===== src/rtl/ovh_pkg.sv =====
package ovh_pkg;

   // Source codes for the forwarding path and the per-source arrays
   typedef enum logic {
      SRC_NR = 1'b0,
      SRC_GC = 1'b1
   } ovh_src_e;

   localparam int NUM_SRC = 2;

endpackage


===== src/rtl/ovh_persist.sv =====
// Persistence integrator for one overhead byte: a value must repeat on
// PERSIST consecutive strobes before it replaces the held value.
module ovh_persist #(
   parameter int W       = 8,
   parameter int PERSIST = 3
) (
   input  logic         clk,
   input  logic         rst_n,
   input  logic         stb,
   input  logic [W-1:0] din,
   input  logic         chg_clr,
   output logic [W-1:0] held,
   output logic         chg
);

   localparam int              CNT_W   = (PERSIST < 2) ? 1 : $clog2(PERSIST + 1);
   localparam logic [CNT_W-1:0] CNT_TOP = CNT_W'(PERSIST);
   localparam logic [CNT_W-1:0] CNT_ONE = CNT_W'(1);

   generate
      if (PERSIST < 1) begin : g_bad_persist
         $error("ovh_persist: PERSIST must be at least 1");
      end
      if (W < 1) begin : g_bad_width
         $error("ovh_persist: W must be at least 1");
      end
   endgenerate

   logic [W-1:0]     cand;
   logic [CNT_W-1:0] run_len;
   logic [CNT_W-1:0] run_nxt;
   logic             accept;
   logic             differs;

   always_comb begin
      if (din == cand) begin
         run_nxt = (run_len == CNT_TOP) ? run_len : run_len + CNT_ONE;
      end else begin
         run_nxt = CNT_ONE;
      end
      accept  = stb && (run_nxt == CNT_TOP);
      differs = (din != held);
   end

   always_ff @(posedge clk or negedge rst_n) begin
      if (!rst_n) begin
         cand    <= '0;
         run_len <= '0;
      end else if (stb) begin
         cand    <= din;
         run_len <= run_nxt;
      end
   end

   always_ff @(posedge clk or negedge rst_n) begin
      if (!rst_n) begin
         held <= '0;
      end else if (accept && differs) begin
         held <= din;
      end
   end

   // Set has priority over clear so no change event is lost
   always_ff @(posedge clk or negedge rst_n) begin
      if (!rst_n) begin
         chg <= 1'b0;
      end else if (accept && differs) begin
         chg <= 1'b1;
      end else if (chg_clr) begin
         chg <= 1'b0;
      end
   end

endmodule


===== src/rtl/ovh_route.sv =====
// Source selector for the HDLC path; select is taken only at frame start.
module ovh_route
   import ovh_pkg::*;
#(
   parameter int W       = 8,
   parameter bit FWD_REG = 1'b1
) (
   input  logic         clk,
   input  logic         rst_n,
   input  logic         frm_start,
   input  logic         sel_in,
   input  logic         nr_stb,
   input  logic [W-1:0] nr_byte,
   input  logic         gc_stb,
   input  logic [W-1:0] gc_byte,
   output logic         sel_q,
   output logic         out_stb,
   output logic [W-1:0] out_byte
);

   ovh_src_e     src_q;
   logic         pick_stb;
   logic [W-1:0] pick_byte;

   always_ff @(posedge clk or negedge rst_n) begin
      if (!rst_n) begin
         src_q <= SRC_NR;
      end else if (frm_start) begin
         src_q <= ovh_src_e'(sel_in);
      end
   end

   assign sel_q = (src_q == SRC_GC);

   always_comb begin
      unique case (src_q)
         SRC_GC: begin
            pick_stb  = gc_stb;
            pick_byte = gc_byte;
         end
         default: begin
            pick_stb  = nr_stb;
            pick_byte = nr_byte;
         end
      endcase
   end

   generate
      if (FWD_REG) begin : g_fwd_reg
         always_ff @(posedge clk or negedge rst_n) begin
            if (!rst_n) begin
               out_stb  <= 1'b0;
               out_byte <= '0;
            end else begin
               out_stb <= pick_stb;
               if (pick_stb) begin
                  out_byte <= pick_byte;
               end
            end
         end
      end else begin : g_fwd_comb
         assign out_stb  = pick_stb;
         assign out_byte = pick_byte;
      end
   endgenerate

endmodule


===== src/rtl/ovh_capture_top.sv =====
module ovh_capture_top
   import ovh_pkg::*;
#(
   parameter int BYTE_W  = 8,
   parameter int PERSIST = 3,
   parameter bit FWD_REG = 1'b1
) (
   input  logic              clk,
   input  logic              rst_n,
   input  logic              frm_start,
   input  logic              fwd_sel,
   input  logic              nr_stb,
   input  logic [BYTE_W-1:0] nr_byte,
   input  logic              gc_stb,
   input  logic [BYTE_W-1:0] gc_byte,
   input  logic              nr_chg_clr,
   input  logic              gc_chg_clr,
   output logic [BYTE_W-1:0] nr_reg,
   output logic              nr_chg,
   output logic [BYTE_W-1:0] gc_reg,
   output logic              gc_chg,
   output logic              dl_stb,
   output logic [BYTE_W-1:0] dl_byte
);

   localparam int MSB = BYTE_W - 1;

   generate
      if (BYTE_W < 1) begin : g_bad_width
         $error("ovh_capture_top: BYTE_W must be at least 1");
      end
   endgenerate

   logic              stb_a  [NUM_SRC];
   logic [BYTE_W-1:0] din_a  [NUM_SRC];
   logic              clr_a  [NUM_SRC];
   logic [BYTE_W-1:0] held_a [NUM_SRC];
   logic              chg_a  [NUM_SRC];
   logic [BYTE_W-1:0] regv_a [NUM_SRC];
   logic              route_sel;

   assign stb_a[SRC_NR] = nr_stb;
   assign din_a[SRC_NR] = nr_byte;
   assign clr_a[SRC_NR] = nr_chg_clr;
   assign stb_a[SRC_GC] = gc_stb;
   assign din_a[SRC_GC] = gc_byte;
   assign clr_a[SRC_GC] = gc_chg_clr;

   generate
      for (genvar s = 0; s < NUM_SRC; s++) begin : g_src
         ovh_persist #(
            .W       (BYTE_W),
            .PERSIST (PERSIST)
         ) u_persist (
            .clk     (clk),
            .rst_n   (rst_n),
            .stb     (stb_a[s]),
            .din     (din_a[s]),
            .chg_clr (clr_a[s]),
            .held    (held_a[s]),
            .chg     (chg_a[s])
         );
         // Line order to register order: first received bit lands in bit 0
         for (genvar b = 0; b < BYTE_W; b++) begin : g_rev
            assign regv_a[s][b] = held_a[s][MSB-b];
         end
      end
   endgenerate

   assign nr_reg = regv_a[SRC_NR];
   assign nr_chg = chg_a[SRC_NR];
   assign gc_reg = regv_a[SRC_GC];
   assign gc_chg = chg_a[SRC_GC];

   ovh_route #(
      .W       (BYTE_W),
      .FWD_REG (FWD_REG)
   ) u_route (
      .clk       (clk),
      .rst_n     (rst_n),
      .frm_start (frm_start),
      .sel_in    (fwd_sel),
      .nr_stb    (nr_stb),
      .nr_byte   (nr_byte),
      .gc_stb    (gc_stb),
      .gc_byte   (gc_byte),
      .sel_q     (route_sel),
      .out_stb   (dl_stb),
      .out_byte  (dl_byte)
   );

endmodule


===== config.mk =====
export PLATFORM = sky130hd
export DESIGN_NAME = ovh_capture_top
export DESIGN_NICKNAME = d
export VERILOG_FILES = /design/src/rtl/ovh_pkg.sv /design/src/rtl/ovh_persist.sv /design/src/rtl/ovh_route.sv /design/src/rtl/ovh_capture_top.sv
export SDC_FILE = /design/constraint.sdc
export NUM_CORES = 1
export LEC_CHECK = 0
export CAP_MARGIN = 5
export CORE_MARGIN = 4
export CORE_UTILIZATION = 59
export DETAILED_ROUTE_END_ITERATION = 7
export DONT_BUFFER_PORTS = 1
export PLACE_DENSITY = 0.75
export SLEW_MARGIN = 30
export SYNTH_ARGS = -nofsm -noshare
export SYNTH_HDL_FRONTEND = slang
export SYNTH_HIERARCHICAL = 1
export SYNTH_SLANG_ARGS = --single-unit
export TNS_END_PERCENT = 10

===== constraint.sdc =====
create_clock -name clk -period 3.8 [get_ports clk]
set_input_delay 0.57 -clock clk [delete_from_list [all_inputs] [get_ports clk]]
set_output_delay 0.57 -clock clk [all_outputs]
set_load 0.02 [all_outputs]

### After elaboration in Yosys (flattened, before gate mapping)

Cells that the tools add are included.

| storage, ports and cells | value |
|---|---|
| register bits | 48 |
| bits of input ports | 24 |
| output and inout port bits | 27 |

| operators by class | value |
|---|---|
| add/sub/neg operators | 2 |
| eq/ne operators | 8 |
| muxes and demuxes | 10 |
| reduce and logical (&&, ||, !) cells | 6 |

Operators with widths:

| operator | count |
|---|---|
| $eq A8 B8 Y1 | 2 |
| $ne A8 B8 Y1 | 2 |
| $eq A2 B2 Y1 const B | 4 |
| $mux W2 | 4 |
| $mux W8 | 1 |
| $mux W1 | 5 |
| $add A2 B1 Y2 const B | 2 |
| $logic_and A1 B1 Y1 | 4 |
| $reduce_bool A2 Y1 | 2 |

### Longest topological paths before layout

Gate-level depths: netlist (run 1).

| logic depth | value |
|---|---|
| depth in word-level cells | 7 |
| mapped depth | 6 |
| mapped depth without buffers | 5 |

### Cells and area by module

Netlist (run 1), hierarchy kept.

By module, submodules not included:

| module | times used | cells each | area each (um^2) | sequential area each (um^2) |
|---|---|---|---|---|
| ovh_persist | 2 | 69 | 940.9 | 475.5 |
| ovh_route | 1 | 39 | 550.5 | 250.2 |

### Worst setup path before layout (run 1)

Ideal clock, no wire load.

| timing path | value |
|---|---|
| path kind | input port to flip-flop |
| from | input nr_byte[1] |
| to | register g_src[0].u_persist.held[0] |
| setup time | 0.125 ns |
| arrival | 1.648 ns |
| data required time | 3.675 ns |
| setup slack | 2.027 ns |
| stages | 6 |
| path through | xnor2_1 -> nand3_1 -> nor3_2 -> and3_1 -> buf_6 -> mux2_4 |

| on the way | value |
|---|---|
| cells in the longest elaborated chain, start to end | 5 |

RTL lines:

| item | line | text |
|---|---|---|
| start: declaration | ovh_capture_top.sv:13 | `input logic [BYTE_W-1:0] nr_byte,` |
| $eq A8 B8 Y1 | ovh_persist.sv:36 | `if (din == cand) begin` |
| $mux W2 | ovh_persist.sv:36 |  |
| $eq A2 B2 Y1 | ovh_persist.sv:41 | `accept = stb && (run_nxt == CNT_TOP);` |
| $logic_and A1 B1 Y1 | ovh_persist.sv:41 |  |
| $logic_and A1 B1 Y1 * | ovh_persist.sv:58 | `end else if (accept && differs) begin` |
| end signal: assignment | ovh_persist.sv:59 | `held <= din;` |
| end: declaration | ovh_persist.sv:12 | `output logic [W-1:0] held,` |

Every way passes the cells marked *; elsewhere a longest branch is shown, timed or not.
A chain may end at the register's enable or synchronous reset.

### Final worst setup path (run 1)

| timing path | value |
|---|---|
| from | register g_src[1].u_persist.cand[7] |
| to | register g_src[1].u_persist.held[3] |

| on the way | value |
|---|---|
| cells in the longest elaborated chain, start to end | 5 |

RTL lines:

| item | line | text |
|---|---|---|
| start: declaration | ovh_persist.sv:29 | `logic [W-1:0] cand;` |
| start signal: assignment | ovh_persist.sv:50 | `cand <= din;` |
| $eq A8 B8 Y1 | ovh_persist.sv:36 |  |
| $mux W2 | ovh_persist.sv:36 |  |
| $eq A2 B2 Y1 | ovh_persist.sv:41 |  |
| $logic_and A1 B1 Y1 | ovh_persist.sv:41 |  |
| $logic_and A1 B1 Y1 | ovh_persist.sv:58 |  |
| end signal: assignment | ovh_persist.sv:59 |  |
| end: declaration | ovh_persist.sv:12 |  |

Every way passes these cells.

==> impl_results.md, run 1 <==
* Via Count at approximately 1,300
* Fmax at ~0.5 GHz
* Number of CTS-inserted buffers at 5
* Largest net degree at the start of global routing at around 50
* Fin crit share at between 50% and 60%
* Global placement routability congestion at around 0.74
* Initial Util at roughly three fifths
* TritonCTS clock tree: built
* Synth area leaders: dfrtp_1, mux2_4, mux2i_1, mux2_2, xnor2_1
* Via density at 5.90
* Tmin final at 2.00 ns
* PwrDens at 391 nW/um^2
* Slowest CP cell: and3_1
* # H-tree levels at 2
* Fin nets at 202
* Post-DP Area at between 2000 and 2500 sq um
* Yosys top cell area share at between 40% and 50%
* I/O pins at 51
* Leading area contributor after synthesis: dfrtp_1
* Die Y-Extent at about 72 microns
* First-pass GRT wire length at about 7600 microns
* Post-CTS setup buffer count at 0
* Max_cap viols at 0
* Die Area at between 5000 and 6000 sq um
* Synth-to-Final Area Change at 4.27%
* Layout cells sized above 1 at 27.5%
* Number of antenna violations at the first check in global routing at 0
* Ys flop type: dfrtp_1
* VDD IR-drop max at 308 uV
* Mapped Avg Cell Area at about 14 sq um
* Cts-stage hold buffer count at 1
* Gr ovfl total at 0
* Reg-to-reg setup timing slack at 1.80 ns
* CP endpoint kind: flop
* I/O Buffers at 0
* Post-Route WL at ~4400 microns
* Initial drt markers at about 70
* Arrival time worst endpoint at about 2.2 ns
* Leak at ~1.2 nW
* CP max FO at 9
* Status: completed
* CP top delay family: simple AND/OR/NAND/NOR gates
* RSZ-0062 raised after global routing: no
* Clock Skews at slightly below 0.007 ns
* Setup CP Type: reg2reg
* Worst path max stage delay at 0.59 ns
* Crit Reg-Reg Endpoint: g_src[1].u_persist/held[3]
* CTS max path bufs at 2
* Drt pass-1 iters at 4
* Max Slew Vio Count at 0
* Wire per inst at 19.4 microns
* DP HPWL at 3220 microns
* # diodes at 0
* Worst R2R Start: g_src[1].u_persist/cand[7]
* Commonest cells post-synth: dfrtp_1, mux2i_1, mux2_2, mux2_4
* Synthesis Warnings at 6
* Die X-Extent at 72.2 microns
* DRC at 0
* Worst EP required at between 3 and 4 ns
* Total track usage at a little under a fifth
* Routed Antenna Nets at 0
* Count leader, synth: dfrtp_1
* Rows at 23
* Clk pin slew, worst setup/hold paths at roughly 0.08 ns
* Post-CTS sizing at 0
* Synth Net Count at 201
* Core area at around 4000 sq um
* Number of global-route vias before repair at around 1,500
* Yosys cell types at 19
* Slew headroom at 60.8%
* Register-to-Register Path Depth at 5
* Worst slew pin tran at ~0.59 ns
* TNS Setup at 0 ns
* Root Driver: clkbuf_8
* Tot Pwr at around 990 uW
* Sequential share of the synthesized area at between 40 and 50%
* Seq cells post-synth at between 40 and 50
* Final setup fails at 0
* CP bufs+invs at 0
* Post-Syn Area at 2430 sq um
* Post-synth EDFFs at 0
* Clock Latency Late Sink at about 0.29 ns
* Worst-path cell chain: xnor2_1 > nand3_1 > nor3_2 > and3_1 > mux2_4
* Clock Sinks at 48
* Hold Crit Class: in2async
* Asr flop ratio synth at 100%
* Fin area at around 2500 sq um
* Post-Synthesis Cells at ~180
* Endpoints failing hold at 0
* Startpoint Class: flop
==> per-layer routing <==
metal / GRT usage [%] / up-vias / part of all wire (%)
li1: - / 611 / -
met1: 23.6 / 696 / 42
met2: 30.3 / 32 / 49
met3: 6.51 / 7 / 6.5
met4: 7.72 / 0 / 2.2
met5: 0 / - / 0
==> sequential cells by signal, indices dropped and copies added (netlist names) <==
name / cells
g_src.u_persist/cand: 16
g_src.u_persist/held: 16
g_src.u_persist/run_len: 4
u_route/sel_q: 1
g_src.u_persist/chg: 2
u_route/out_byte: 8
u_route/out_stb: 1
==> how the worst max path moves through the flow <==
stage / start / to / slack [ns] / depth (start not counted)
final: g_src[1].u_persist/cand[7] / g_src[1].u_persist/held[3] / 1.80 / 5
after global routing: g_src[1].u_persist/cand[4] / g_src[1].u_persist/held[3] / 1.67 / 5
after CTS: g_src[1].u_persist/cand[7] / g_src[1].u_persist/held[3] / 1.79 / 5
after detailed placement: gc_byte[1] / g_src[1].u_persist/held[3] / 1.63 / 5
after global placement: gc_byte[1] / g_src[1].u_persist/held[1] / 1.70 / 5
after floorplan: nr_byte[1] / g_src[0].u_persist/held[0] / 2.03 / 6
==> placed cells by master, fill, tap and decap left out <==
cell type / count
nor3_2: 2
a21oi_1: 4
nand4_1: 2
inv_1: 6
clkbuf_1: 1
nand2_1: 4
nand3_1: 2
dfrtp_1: 48
mux2_4: 17
mux2i_1: 24
buf_16: 1
nor2_1: 2
xor2_1: 16
mux2_2: 17
and3_1: 2
a31oi_1: 2
nor4_2: 4
clkinv_2: 1
clkbuf_8: 5
a21o_2: 2
xnor2_1: 16
==> area by class of cell <==
type	instances	area (sq um)
fillers	315	1460
clock inverters	1	5.00
flip-flops and latches	48	1200
repair buffers	1	27.5
well taps	50	62.6
inverters	6	22.5
multi-input cells	116	1140
clock buffers	6	72.6
==> report_power, final <==
group | internal [mW] | switching [mW]
combinational | 0.0667 | 0.0397
sequential | 0.547 | 0.0592
clock | 0.125 | 0.153
total | 0.739 | 0.252
==> cells by family (layout without fill, tap and decap cells) <==
| logic type | Yosys count | count (layout) | synth area share, % |
|---|---|---|---|
| buffers and inverters | 13 | 14 | 3.55 |
| AOI/OAI and AO/OA | 8 | 8 | 2.06 |
| DFF | 48 | 48 | 49.4 |
| xor gates and xnor gates | 32 | 32 | 11.5 |
| muxes | 58 | 58 | 28.2 |
| and+or+nand+nor | 18 | 18 | 5.25 |
==> through the flow <==
step / cells / util, % / hold WS, ns / setup WS [ns]
finish: 228 / 63.4 / 0.124 / 1.80
global route: 228 / 63.4 / 0.121 / 1.67
CTS: 228 / 63.4 / 0.116 / 1.79
detailed placement: 220 / 60.8 / 0.276 / 1.63
global placement: 220 / 60.8 / 0.276 / 1.70
floorplan: 177 / - / 0.274 / 2.03
Power figures use the tool's default switching activity.
==> inputs of run 2 (changes only) <==
clock period = 1.99 ns   (was 3.8 ns; I/O delays follow)
==> run 2 against run 1 <==
  * Clock skew shrank 0.0020 ns
  * Routed wire length up 1.2%
  * Global-route usage decreased by 0.49 points
  * Cell count up 6.1%
  * Setup slack worse by 1.7 ns
  * Fmax up 8.6%
  * Critical endpoint is now g_src[0].u_persist/held[6]
  * Largest cell class unchanged
==> impl_results.md, run 2 (synthesis results as in run 1) <==
* CP top delay family: simple AND/OR/NAND/NOR gates
* Crit Reg-Reg Endpoint: g_src[0].u_persist/held[6]
* VDD IR-drop max at 497 uV
* Most frequent cells in the layout: dfrtp_1, mux2i_1, mux2_2, mux2_4
* Root Driver: clkbuf_8
* Die X-Extent at slightly above 70 microns
* Number of global-route vias before repair at 1,500
* Clock Skews at 0.00473 ns
* Max Slew Vio Count at 0
* Hold Path Depth at 1
* Number of antenna violations at the first check in global routing at 0
* Via Count at 1,384
* Global placement routability congestion at approximately 0.77
* DRC at 0
* Worst slew pin tran at approximately 0.50 ns
* Endpoints failing hold at 0
* Via density at 5.72
* Initial Util at a little over 60%
* Startpoint Class: flop
* Die Area at between 5000 and 6000 sq um
* Rows at 23
* CP max FO at 9
* RSZ-0062 raised after global routing: no
* Drt pass-1 iters at 4
* Core area at between 4000 and 5000 sq um
* Inst Count DP at around 230
* DP HPWL at ~3300 microns
* Wire per inst at ~18 microns
* Worst EP required at between 2 and 2.5 ns
* Layout cells sized above 1 at around a third
* Largest net degree at the start of global routing at just under 50
* Clk pin slew, worst setup/hold paths at about 0.080 ns
* Hold Crit Class: in2reg
* Clock Sinks at 48
* PwrDens at 735 nW/um^2
* Number of CTS-inserted buffers at 5
* Fin crit share at slightly above 90%
* Post-Route WL at 4470 microns
* # H-tree levels at 2
* Routed Antenna Nets at 0
* TritonCTS clock tree: built
* Worst-path cell chain: xnor2_1 > nand3_1 > nor3_2 > and3_2 > mux2_4
* Leak at approximately 1.2 nW
* CTS max path bufs at 2
* Most common cell after layout, fill and taps aside: dfrtp_1
* Slowest CP cell: and3_2
* Filler cells at between 300 and 400
* Reg-to-reg setup timing slack at about 0.15 ns
* Post-DP Area at 2530 sq um
* Setup CP Type: reg2reg
* Initial drt markers at 66
* Synth-to-Final Area Change at 9.57%
* Tmin final at between 1.5 and 2 ns
* First-pass GRT wire length at 7400 microns
* Slew headroom at about 67%
* Max_cap viols at 0
* # diodes at 0
* Fmax at around 0.54 GHz
* Fin cells at around 240
* Total track usage at around 18%
* Gr ovfl total at 0
* CP bufs+invs at 0
* Fin nets at about 220
* Top flop regs: g_src.u_persist/cand (16), g_src.u_persist/held (16), u_route/out_byte (8)
* Status: completed
* Hold path start: gc_stb
* Worst R2R Start: g_src[0].u_persist/cand[1]
* Worst hold endpoint: g_src[1].u_persist/run_len[1]
* Clock Latency Late Sink at just under 0.3 ns
* Die Y-Extent at ~72 microns
* Worst path max stage delay at 0.42 ns
* Register-to-Register Path Depth at 5
* CP endpoint kind: flop
* I/O pins at 51
* Fin area at approximately 2700 sq um
* Final setup fails at 0
* Arrival time worst endpoint at between 2 and 2.5 ns
* I/O Buffers at 0
run 2: worst max-delay path by stage:
| stage | cells past startpoint | endpoint | from |
|---|---|---|---|
| 5_1_grt | 5 | g_src[0].u_persist/held[6] | g_src[0].u_persist/cand[1] |
| 3_5_place_dp | 5 | g_src[0].u_persist/held[6] | g_src[0].u_persist/cand[1] |
| 3_3_place_gp | 5 | g_src[0].u_persist/held[7] | g_src[0].u_persist/cand[7] |
| 2_1_floorplan | 6 | g_src[0].u_persist/held[0] | g_src[0].u_persist/held[4] |
| 4_1_cts | 5 | g_src[1].u_persist/held[2] | g_src[1].u_persist/cand[7] |
| 6_report | 5 | g_src[0].u_persist/held[6] | g_src[0].u_persist/cand[1] |
run 2: area by class of cell:
cell class	instances	area, sq um	share of cell area, %
clock buffers	7	96.3	3.62
inverters	6	22.5	0.845
multi-input cells	116	1150	43.1
flip-flops and latches	48	1200	45.1
well taps	50	62.6	2.35
repair buffers	15	135	5.07
run 2: where the power goes:
group / switching (mW) / leakage (nW) / internal, mW / total (mW)
Clock: 0.287 / 0.0503 / 0.309 / 0.597
Combinational: 0.0790 / 0.588 / 0.129 / 0.208
Sequential: 0.110 / 0.601 / 1.04 / 1.15
Total: 0.477 / 1.24 / 1.48 / 1.96
run 2: timing repair:
action	4_1_cts	5_1_grt
setup buffers	0	0
hold endpoints to repair	48	0
resized for setup	1	1
setup endpoints to repair	8	8
hold buffers	2	0
run 2: worst reg2reg max path, cell delays in order (launching register included):
cell     delay, ns
dfrtp_1       0.40
xnor2_1       0.17
nand3_1       0.14
nor3_2        0.27
and3_2        0.42
mux2_4        0.33
run 2: per-stage QoR:
stage | power [mW] | util (%) | setup TNS, ns | hold WS [ns] | setup slack (ns)
6_report | 1.96 | 66.6 | 0 | 0.0851 | 0.147
3_5_place_dp | 1.36 | 63.2 | -0.00123 | 0.00404 | -0.00123
3_3_place_gp | 1.35 | 63.2 | 0 | 0.00431 | 0.0959
4_1_cts | 1.99 | 66.6 | 0 | 0.0750 | 0.112
2_1_floorplan | 1.34 | - | 0 | 0.00291 | 0.311
5_1_grt | 2.06 | 66.6 | 0 | 0.0766 | 0.0642
run 2: metal layers:
layer / track usage (%) / vias up / wire (microns)
li1: - / 642 / -
met1: 23.0 / 703 / 1850
met2: 30.5 / 32 / 2260
met3: 6.23 / 7 / 293
met4: 5.64 / 0 / 57
met5: 0 / - / 0
